File: src/rtl/alu32_pkg.sv
package alu32_pkg;

  // Field layout of the function code, most significant first.
  typedef struct packed {
    logic       sub;
    logic [1:0] sel;
    logic       shift;
    logic       math;
  } alu_fn_t;

  localparam int unsigned FN_BITS = 5;

  typedef enum logic [1:0] {
    SEL_AND = 2'b00,
    SEL_OR  = 2'b01,
    SEL_XOR = 2'b10,
    SEL_NOR = 2'b11
  } logic_sel_e;

endpackage

File: src/rtl/alu32_adder.sv
module alu32_adder #(
  parameter int unsigned WIDTH = 32
) (
  input  logic [WIDTH-1:0] a,
  input  logic [WIDTH-1:0] b,
  input  logic             do_sub,
  output logic [WIDTH-1:0] sum,
  output logic             carry,
  output logic             ovf
);

  logic [WIDTH-1:0] b_eff;
  logic [WIDTH:0]   wide;

  // A - B is formed as A + ~B + 1.
  assign b_eff = b ^ {WIDTH{do_sub}};
  assign wide  = {1'b0, a} + {1'b0, b_eff} + {{WIDTH{1'b0}}, do_sub};
  assign sum   = wide[WIDTH-1:0];
  assign carry = wide[WIDTH];
  // Overflow: both addends share a sign that differs from the sum's sign.
  assign ovf   = (a[WIDTH-1] == b_eff[WIDTH-1]) && (sum[WIDTH-1] != a[WIDTH-1]);

endmodule

File: src/rtl/alu32_shifter.sv
module alu32_shifter #(
  parameter int unsigned WIDTH = 32,
  localparam int unsigned SHW  = $clog2(WIDTH)
) (
  input  logic [WIDTH-1:0] value,
  input  logic [SHW-1:0]   amount,
  input  logic             go_right,
  input  logic             arith,
  output logic [WIDTH-1:0] shifted
);

  logic [WIDTH-1:0] rev_in;
  logic [WIDTH-1:0] rev_out;
  logic [WIDTH-1:0] right;
  logic             fill;

  // Left shift reuses the right shifter on bit-reversed data.
  for (genvar i = 0; i < WIDTH; i++) begin : g_rev
    assign rev_in[i]  = value[WIDTH-1-i];
    assign rev_out[i] = right[WIDTH-1-i];
  end

  logic [WIDTH-1:0] src;
  assign src  = go_right ? value : rev_in;
  assign fill = go_right & arith & value[WIDTH-1];

  always_comb begin
    right = src;
    for (int s = 0; s < SHW; s++) begin
      if (amount[s]) begin
        right = (right >> (1 << s)) | ({WIDTH{fill}} << (WIDTH - (1 << s)));
      end
    end
  end

  assign shifted = go_right ? right : rev_out;

endmodule

File: src/rtl/alu32_logic.sv
module alu32_logic #(
  parameter int unsigned WIDTH = 32
) (
  input  logic [WIDTH-1:0]          a,
  input  logic [WIDTH-1:0]          b,
  input  alu32_pkg::logic_sel_e     sel,
  output logic [WIDTH-1:0]          y
);

  always_comb begin
    unique case (sel)
      alu32_pkg::SEL_AND: y = a & b;
      alu32_pkg::SEL_OR:  y = a | b;
      alu32_pkg::SEL_XOR: y = a ^ b;
      alu32_pkg::SEL_NOR: y = ~(a | b);
      default:            y = '0;
    endcase
  end

endmodule

File: src/rtl/alu32_flags.sv
module alu32_flags #(
  parameter int unsigned WIDTH = 32,
  localparam int unsigned SHW  = $clog2(WIDTH)
) (
  input  logic [WIDTH-1:0] op_a,
  input  logic [WIDTH-1:0] op_b,
  input  logic [4:0]       fn,
  output logic [WIDTH-1:0] result,
  output logic             flag_n,
  output logic             flag_z,
  output logic             flag_v,
  output logic             flag_c
);

  import alu32_pkg::*;

  alu_fn_t          f;
  logic             is_cmp;
  logic             do_sub;
  logic [WIDTH-1:0] sum;
  logic             carry;
  logic             ovf;
  logic [WIDTH-1:0] shifted;
  logic [WIDTH-1:0] bitwise;
  logic             less;

  assign f      = alu_fn_t'(fn);
  assign is_cmp = f.math & f.shift;
  assign do_sub = f.sub | is_cmp;

  alu32_adder #(.WIDTH(WIDTH)) u_add (
    .a(op_a), .b(op_b), .do_sub(do_sub),
    .sum(sum), .carry(carry), .ovf(ovf)
  );

  alu32_shifter #(.WIDTH(WIDTH)) u_shf (
    .value(op_b), .amount(op_a[SHW-1:0]),
    .go_right(f.sel[0]), .arith(f.sel[1]),
    .shifted(shifted)
  );

  alu32_logic #(.WIDTH(WIDTH)) u_log (
    .a(op_a), .b(op_b), .sel(logic_sel_e'(f.sel)), .y(bitwise)
  );

  // Less-than from difference flags: signed N^V, unsigned ~C.
  assign less = f.sel[0] ? ~carry : (sum[WIDTH-1] ^ ovf);

  always_comb begin
    unique case ({f.math, f.shift})
      2'b10:   result = sum;
      2'b11:   result = {{(WIDTH-1){1'b0}}, less};
      2'b01:   result = shifted;
      default: result = bitwise;
    endcase
  end

  assign flag_n = result[WIDTH-1];
  assign flag_z = ~|result;
  assign flag_v = ovf;
  assign flag_c = carry;

endmodule

File: config.mk
export PLATFORM = sky130hd
export DESIGN_NAME = alu32_flags
export DESIGN_NICKNAME = d
export VERILOG_FILES = /design/src/rtl/alu32_pkg.sv /design/src/rtl/alu32_adder.sv /design/src/rtl/alu32_shifter.sv /design/src/rtl/alu32_logic.sv /design/src/rtl/alu32_flags.sv
export SDC_FILE = /design/constraint.sdc
export NUM_CORES = 1
export LEC_CHECK = 0
export BUFFER_PORTS_ARGS = -buffer_cell sky130_fd_sc_hd__buf_2
export CORE_ASPECT_RATIO = 1.25
export CORE_MARGIN = 2
export CORE_UTILIZATION = 47
export DETAILED_ROUTE_END_ITERATION = 12
export GPL_TIMING_DRIVEN = 1
export PLACE_DENSITY = 0.67
export REMOVE_ABC_BUFFERS = 1
export SLEW_MARGIN = 20
export SYNTH_ARGS = -nofsm -noshare
export SYNTH_HDL_FRONTEND = slang
export SYNTH_SLANG_ARGS = --single-unit
export TNS_END_PERCENT = 1
File: constraint.sdc
create_clock -name vclk -period 6.3
set_input_delay 0.945 -clock vclk [all_inputs]
set_output_delay 0.945 -clock vclk [all_outputs]
set_load 0.02 [all_outputs]
# Word-level counts from Yosys, hierarchy flattened
# Index checks and enable logic that the tools add are counted.
# classes
reduce_logical	4
eq_ne	8
addsub	2
bitwise	16
muxes	10
# ops
op	count
32-bit two-way mux	7
32-bit one-hot mux with 4 select lines	1
32-bit one-hot mux with 3 select lines	1
32-bit XOR	2
32-bit by 32-bit adder with 33-bit output	1
33-bit by 1-bit adder with 33-bit output	1
32-bit bitwise AND	1
32-bit inverter	1
16-bit by 32-bit OR with 32-bit output	1
24-bit by 32-bit OR with 32-bit output	1
28-bit by 32-bit OR with 32-bit output	1
30-bit by 32-bit OR with 32-bit output	1
31-bit by 32-bit OR with 32-bit output	1
32-bit OR	1
32-bit OR reduction	1
2-bit == test (second input constant)	4
2-bit by 1-bit == test with 1-bit output (second input constant)	2
1-bit bitwise AND	3
2-bit logical NOT	1
1-bit == test	1
1-bit logical AND	1
1-bit logical NOT	1
1-bit two-way mux	1
1-bit != test	1
other kinds (3)	3
# totals
reg_bits	0
elab_cells	40
output_inout_bits	36
inputBits	69

# Logic depth before layout (Yosys ltp)
# Gate-level depths: netlist (run 1).
# depth
word_depth	16
depth_mapped	18
ltp_nobuf	14

# Hierarchy
# From an unflattened synthesis (run 1), not the netlist that was laid out.
# hier_totals
hier_cells	1046
hier_area_um2	8470.6
# modules_own_cells
module	cells_each	area_each_um2	instances
alu32_shifter	444	3573.4	1
alu32_logic	235	2105.8	1
alu32_adder	276	1983.2	1
alu32_flags	91	808.3	1

# Worst setup path before layout (run 1)
# OpenSTA, ideal clock, no wires.
# synth_path
path_type	input to output
start	in fn[1]
end	out flag_z
setup_slack_ps	361
arrival_ps	4994
stages	16
path_cell_list	clkbuf_1 -> clkbuf_1 -> a21oi_1 -> clkbuf_1 -> xnor2_1 -> ha_1 -> nand2b_1 -> a211oi_1 -> o21a_1 -> o21ai_1 -> o31ai_1 -> a211oi_1 -> a211o_1 -> nor4_2 -> nand4_1 -> nor2_1
# synth_lines
item	line_no	rtl
start, declared	alu32_flags.sv:7	input logic [4:0] fn,
1-bit bitwise AND	alu32_flags.sv:28	assign is_cmp = f.math & f.shift;
1-bit OR	alu32_flags.sv:29	assign do_sub = f.sub | is_cmp;
32-bit XOR	alu32_adder.sv:16	assign b_eff = b ^ {WIDTH{do_sub}};
32-bit by 32-bit adder with 33-bit output	alu32_adder.sv:17	assign wide = {1'b0, a} + {1'b0, b_eff} + {{WIDTH{1'b0}}, do_sub};
33-bit by 1-bit adder with 33-bit output	alu32_adder.sv:17	
32-bit one-hot mux with 3 select lines *	alu32_flags.sv:50	unique case ({f.math, f.shift})
net result[28]	alu32_flags.sv:8	output logic [WIDTH-1:0] result,
32-bit OR reduction *	alu32_flags.sv:59	assign flag_z = ~|result;
1-bit logical NOT *	alu32_flags.sv:59	
end, declared	alu32_flags.sv:10	output logic flag_z,
# The timed path passes the listed nets; every way through them passes the cells marked *.

# Worst setup path in the final report (run 1)
# layout_path
start	in fn[1]
end	out flag_z
# layout_between
elab_chain_len	12
# layout_lines
item	line_no	rtl
1-bit bitwise AND	alu32_flags.sv:28	
1-bit OR	alu32_flags.sv:29	
32-bit XOR	alu32_adder.sv:16	
32-bit by 32-bit adder with 33-bit output	alu32_adder.sv:17	
33-bit by 1-bit adder with 33-bit output	alu32_adder.sv:17	
1-bit != test	alu32_adder.sv:21	assign ovf = (a[WIDTH-1] == b_eff[WIDTH-1]) && (sum[WIDTH-1] != a[WIDTH-1]);
1-bit logical AND	alu32_adder.sv:21	
1-bit XOR	alu32_flags.sv:47	assign less = f.sel[0] ? ~carry : (sum[WIDTH-1] ^ ovf);
1-bit two-way mux	alu32_flags.sv:47	
32-bit one-hot mux with 3 select lines *	alu32_flags.sv:50	
32-bit OR reduction *	alu32_flags.sv:59	
1-bit logical NOT *	alu32_flags.sv:59	
# Mark *: on every way between the ends. The rest lies on a longest branch, timed or not.

==> results of run 1 <==
## layer usage
| metal | global-route usage (%) | part of all wire, % |
|---|---|---|
| met1 | 49.1 | 39 |
| met3 | 4.53 | 8.1 |
| met2 | 60.0 | 45 |
| met4 | 21.8 | 7.4 |
| met5 | 0 | 0 |
## cells by family (layout without fill, tap and decap cells)
family	Yosys count	after routing	share of synthesized area, %
fa+ha+maj	99	99	14.7
xor+xnor	48	48	5.05
mux	123	123	22.7
compound gates	362	362	29.9
simple gates	336	336	18.8
buf+inv	172	227	8.82
## cells in the final DEF (no fill, tap or decap), types with 6 or more instances in the layout
| cell | Yosys | layout |
|---|---|---|
| o22ai_1 | 12 | 12 |
| a221oi_1 | 6 | 6 |
| or3_1 | 7 | 7 |
| o21bai_1 | 12 | 12 |
| a22oi_1 | 7 | 7 |
| o211ai_1 | 27 | 27 |
| o21a_1 | 6 | 6 |
| buf_2 | 17 | 104 |
| a31oi_1 | 12 | 12 |
| mux4_1 | 13 | 13 |
| mux2_2 | 15 | 15 |
| nand3_1 | 24 | 24 |
| xor2_1 | 6 | 6 |
| and3_1 | 7 | 7 |
| nor4_1 | 9 | 9 |
| mux2i_1 | 57 | 57 |
| a211o_1 | 9 | 9 |
| a21o_1 | 16 | 16 |
| o21ai_0 | 46 | 46 |
| and2_1 | 10 | 10 |
| ha_1 | 98 | 98 |
| buf_4 | 5 | 42 |
| nor3_1 | 20 | 20 |
| inv_1 | 79 | 78 |
| nor2_1 | 92 | 92 |
| nand2_1 | 112 | 112 |
| nand2b_1 | 19 | 19 |
| a211oi_1 | 66 | 66 |
| mux4_2 | 34 | 34 |
| o2111ai_1 | 6 | 6 |
| nand4_1 | 7 | 7 |
| o31ai_1 | 10 | 10 |
| a21oi_1 | 64 | 63 |
| xnor2_1 | 41 | 41 |
| o221ai_1 | 6 | 6 |
| nor2b_1 | 12 | 12 |
## layout make-up
cell class / instances / area [um^2]
Multi-Input combinational cell: 968 / 7730
Tap cell: 224 / 280
Timing Repair Buffer: 146 / 836
Fill cell: 1784 / 8420
Inverter: 81 / 304
## cells in the mapped netlist, drive strengths merged, types with 20 or more instances
cell type / n
o21ai: 47
nor2: 92
buf: 36
mux4: 47
nand2: 112
a211oi: 66
xnor2: 41
ha: 98
nand3: 24
clkbuf: 55
inv: 79
nor3: 20
o211ai: 27
a21oi: 64
mux2i: 60
## worst max-delay path by stage
stage	startpoint	end	slack, ns	cells after the start
finish	fn[1]	flag_z	0.33	16
global route	fn[1]	flag_z	0.07	16
CTS	fn[1]	flag_z	0.44	16
detailed placement	fn[1]	flag_z	0.47	16
global placement	fn[1]	flag_z	0.39	16
floorplan	fn[1]	flag_z	-0.98	14
## through the flow
step	util, %	hold WS [ns]	setup slack (ns)	power, mW	cell area, um^2
floorplan	-	2.06	-0.984	0.692	8020
global placement	52.1	2.40	0.393	1.09	9150
detailed placement	52.1	2.41	0.468	1.09	9150
CTS	52.1	2.41	0.443	1.09	9150
global route	52.1	2.48	0.0702	1.20	9150
finish	52.1	2.41	0.326	1.12	9150
## worst max-delay path: stages
cell,delay [ns]
buf_2,0.17
a21oi_4,0.34
buf_4,0.36
xnor2_1,0.11
ha_1,0.42
a21oi_1,0.42
o21ai_0,0.17
a21oi_1,0.27
o22ai_1,0.17
o31a_1,0.26
o31ai_1,0.21
nor4b_1,0.55
nor2_1,0.17
nand4_1,0.21
nor2_1,0.07
buf_2,0.16
## report_power, final
part / switching (mW) / leakage, nW / internal [mW] / total, mW
clock: 0 / 0 / 0 / 0
combinational: 0.704 / 4.11 / 0.418 / 1.12
sequential: 0 / 0 / 0 / 0
==> impl_results.md, run 1 <==
* Initial cell density of the core at 48.2%
* Layout cells sized above 1 at 18.2%
* Die area at 19100 um^2
* Pin count of the biggest net entering global routing at 52
* Wire length of the first global-routing pass at 55100 um
* CTS resizes at 0
* Final period demand of the worst path at 5.97 ns
* Layout Cells excl Fill at 1419
* RSZ-0062 raised after global routing: no
* Clock buffers at 0
* Pre-Repair DR Iteration Count at 8
* Placed cell count at 1419
* Max Cap Viol at 0
* Maximum vdd ir drop at 65.5 uV
* Dominant cell type by area after synthesis: ha_1
* Tcrit/Tclk final at 94.8%
* Final WL at 36800 um
* Worst-Margin Slew at 1.03 ns
* DR vias/cell at 6.94
* Power Dens Cells at 123 nW/um^2
* Syn Area/Cell at 7.43 um^2
* Endpoints failing hold at 0
* # DRC at 0
* HP Start: op_a[31]
* Final nets at 1365
* Final setup vio count at 0
* Sequential element share of the synthesized area at 0%
* Post-CTS setup buffer count at 0
* Worst path arrival time at 5.03 ns
* Sequential cell count at 0
* DR iter-0 viols at 1044
* Routed len/inst at 26.0 um
* Hpwl dp at 29400 um
* Largest fanout on the critical path at 17
* Leak Pwr at 4.11 nW
* Initial antenna violation count at 0
* Die W at 124 um
* Row cnt at 54
* Buffers on Ports at 105
* Grt total ovfl at 0
* Ant diodes at 0
* Post-synth top area share at 14.5%
* Distinct cells, synth at 82
* Type of the worst min-delay path: in -> out
* Achievable Freq at 0.167 GHz
* Core area at 17600 um^2
* Crit Path Class: in -> out
* WHS Path Cells at 5
* Antenna viol nets, final at 0
* Sequential standard cell area at 0 um^2
* Cells after synthesis at 1140
* Area delta synth->final at 8.08%
* Top post-synthesis cells by area: ha_1 (14%), mux4_2 (9.0%), mux2i_1 (6.7%), a211oi_1 (5.9%), nand2_1 (5.0%)
* Die height at 154 um
* CTS Hold Bufs at 0
* CP Capture Type: output port
* Post-synthesis instance area at 8470 um^2
* Overall via count from detail_route at 9854
* Vias in the first global route at 9125
* Yosys warning total at 0
* Crit start category: input pin
* Pins over their slew limit at 0
* Global Route Usage Sum at 37.9%
* Routability Congestion at 1.06
* # IOs at 105
* Hold Path Sink: flag_v
* Run status: completed
* Rel. slew slack at 29.2%
* Critical path required time at 5.35 ns
* Fin Setup TNS at 0 ns
No activity file was read; power rests on OpenSTA's default activity.
==> run 2, diff against run 1 <==
SETUP_SLACK_MARGIN = 0.5   (was default)
==> impl_results.md, run 2 (synthesis gave the netlist of run 1 again) <==
* Pin count of the biggest net entering global routing at 52 (unchanged)
* DR vias/cell at 6.95 (was 6.94)
* Type of the worst min-delay path: in -> out (unchanged)
* Placed cell count at 1419 (unchanged)
* Final hold slack at 2.41 ns (about the same)
* Power Dens Cells at 123 nW/um^2 (about the same)
* Rel. slew slack at 32.0% (was 29.2%)
* Routed len/inst at 26.0 um (about the same)
* Row cnt at 54 (unchanged)
* DR iter-0 viols at 1034 (was 1044)
* Grt total ovfl at 0 (unchanged)
* Layout Cells excl Fill at 1423 (was 1419)
* Critical path required time at 5.35 ns (about the same)
* Endpoints failing hold at 0 (unchanged)
* Pins over their slew limit at 0 (unchanged)
* HP Start: op_a[31] (unchanged)
* Area after DPL at 9150 um^2 (unchanged)
* Routability Congestion at 1.06 (unchanged)
* RSZ-0062 raised after global routing: no (unchanged)
* Final period demand of the worst path at 5.64 ns (was 5.97 ns)
* Post-layout util at 52.5% (was 52.1%)
* Commonest non-fill, non-tap cell in the layout: nand2_1 (unchanged)
* Antenna viol nets, final at 0 (unchanged)
* Largest fanout on the critical path at 8 (was 17)
* Core area at 17600 um^2 (unchanged)
* CP max stage cell: ha_1 (was nor4b_1)
* Total power at 1.13 mW (was 1.12 mW)
* Cell mode on critical path: buf_2
* Fin Setup TNS at 0 ns (unchanged)
* Wire length of the first global-routing pass at 55100 um (about the same)
* Final nets at 1369 (was 1365)
* Sequential standard cell area at 0 um^2 (unchanged)
* Max Cap Viol at 0 (unchanged)
* Leak Pwr at 4.15 nW (was 4.11 nW)
* CP cell instances: buf_2, a21oi_4, buf_4, xnor2_1, ha_1, a21oi_1, o311ai_1, nand2_1, o31a_1, o211ai_1, a311oi_1, a41o_1, a211o_1, nand4bb_1, nor2_1, buf_2 (was buf_2, a21oi_4, buf_4, xnor2_1, ha_1, a21oi_1, o21ai_0, a21oi_1, o22ai_1, o31a_1, o31ai_1, nor4b_1, nor2_1, nand4_1, nor2_1, buf_2)
* Die height at 154 um (unchanged)
* Vias in the first global route at 9125 (unchanged)
* Initial antenna violation count at 0 (unchanged)
* Initial cell density of the core at 48.2% (unchanged)
* Setup crit start: fn[1] (unchanged)
* Hpwl dp at 29400 um (unchanged)
* CP Capture Type: output port (unchanged)
* Overall via count from detail_route at 9889 (was 9854)
* Buffers on Ports at 105 (unchanged)
* Achievable Freq at 0.177 GHz (was 0.167 GHz)
* Worst path arrival time at 4.69 ns (was 5.03 ns)
* Pre-Repair DR Iteration Count at 6 (was 8)
* Most frequent cells in the layout: nand2_1 (112), buf_2 (104), ha_1 (98) (unchanged)
* Ant diodes at 0 (unchanged)
* # DRC at 0 (unchanged)
* Final setup vio count at 0 (unchanged)
* Die area at 19100 um^2 (unchanged)
* Crit start category: input pin (unchanged)
* Die W at 124 um (unchanged)
* Run status: completed (unchanged)
* Setup WS pre-CTS at 0.468 ns (unchanged)
* CTS Hold Bufs at 0 (unchanged)
* Layout cells sized above 1 at 19.0% (was 18.2%)
* Slowest Stage Delay on Critical Path at 0.43 ns (was 0.55 ns)
* Area delta synth->final at 8.99% (was 8.08%)
* Tcrit/Tclk final at 89.5% (was 94.8%)
* Clock buffers at 0 (unchanged)
* Sequential cell count at 0 (unchanged)
* # IOs at 105 (unchanged)
* Global Route Usage Sum at 37.9% (about the same)
* Final Cell Area at 9230 um^2 (was 9150 um^2)
* Worst-Margin Slew at 0.994 ns (was 1.03 ns)
* Fillers at 1779 (was 1784)
* Final WS setup at 0.660 ns (was 0.326 ns)
* Maximum vdd ir drop at 65.6 uV (was 65.5 uV)
* Crit Path Class: in -> out (unchanged)
* Final WL at 37000 um (was 36800 um)
run 2: final cells by class:
cell class	instances	area (um^2)	share of cell area [%]
inverter	81	304	3.30
multi-input combinational	968	7770	84.2
timing repair buffer	150	873	9.47
tap	224	280	3.04
run 2: critical path: cells and delay by family:
family	cells	cell delay, ns
compound gates	8	2.07
xor+xnor	1	0.09
fa+ha+maj	1	0.43
buf+inv	3	0.59
simple gates	3	0.56
run 2: final timing paths:
path  slack [ns]  depth (start not counted)  endpoint
min         2.41                          5    flag_v
max         0.66                         16    flag_z
run 2: power breakdown:
group / internal (mW) / switching (mW)
clock network: 0 / 0
logic: 0.423 / 0.710
registers: 0 / 0
run 2: routing by layer:
metal	GRT usage [%]	up-vias	routed length, um
met5	0	-	0
met1	49.0	4721	14400
met4	21.8	0	2770
met2	60.0	594	16700
li1	-	4449	-
met3	4.56	125	3070
run 2: repair_timing:
action                                  in CTS  in global routing
resized for setup                            1                 10
pin swaps                                    0                  1
endpoints found under the setup margin       1                  1
buffers inserted                             0                  4
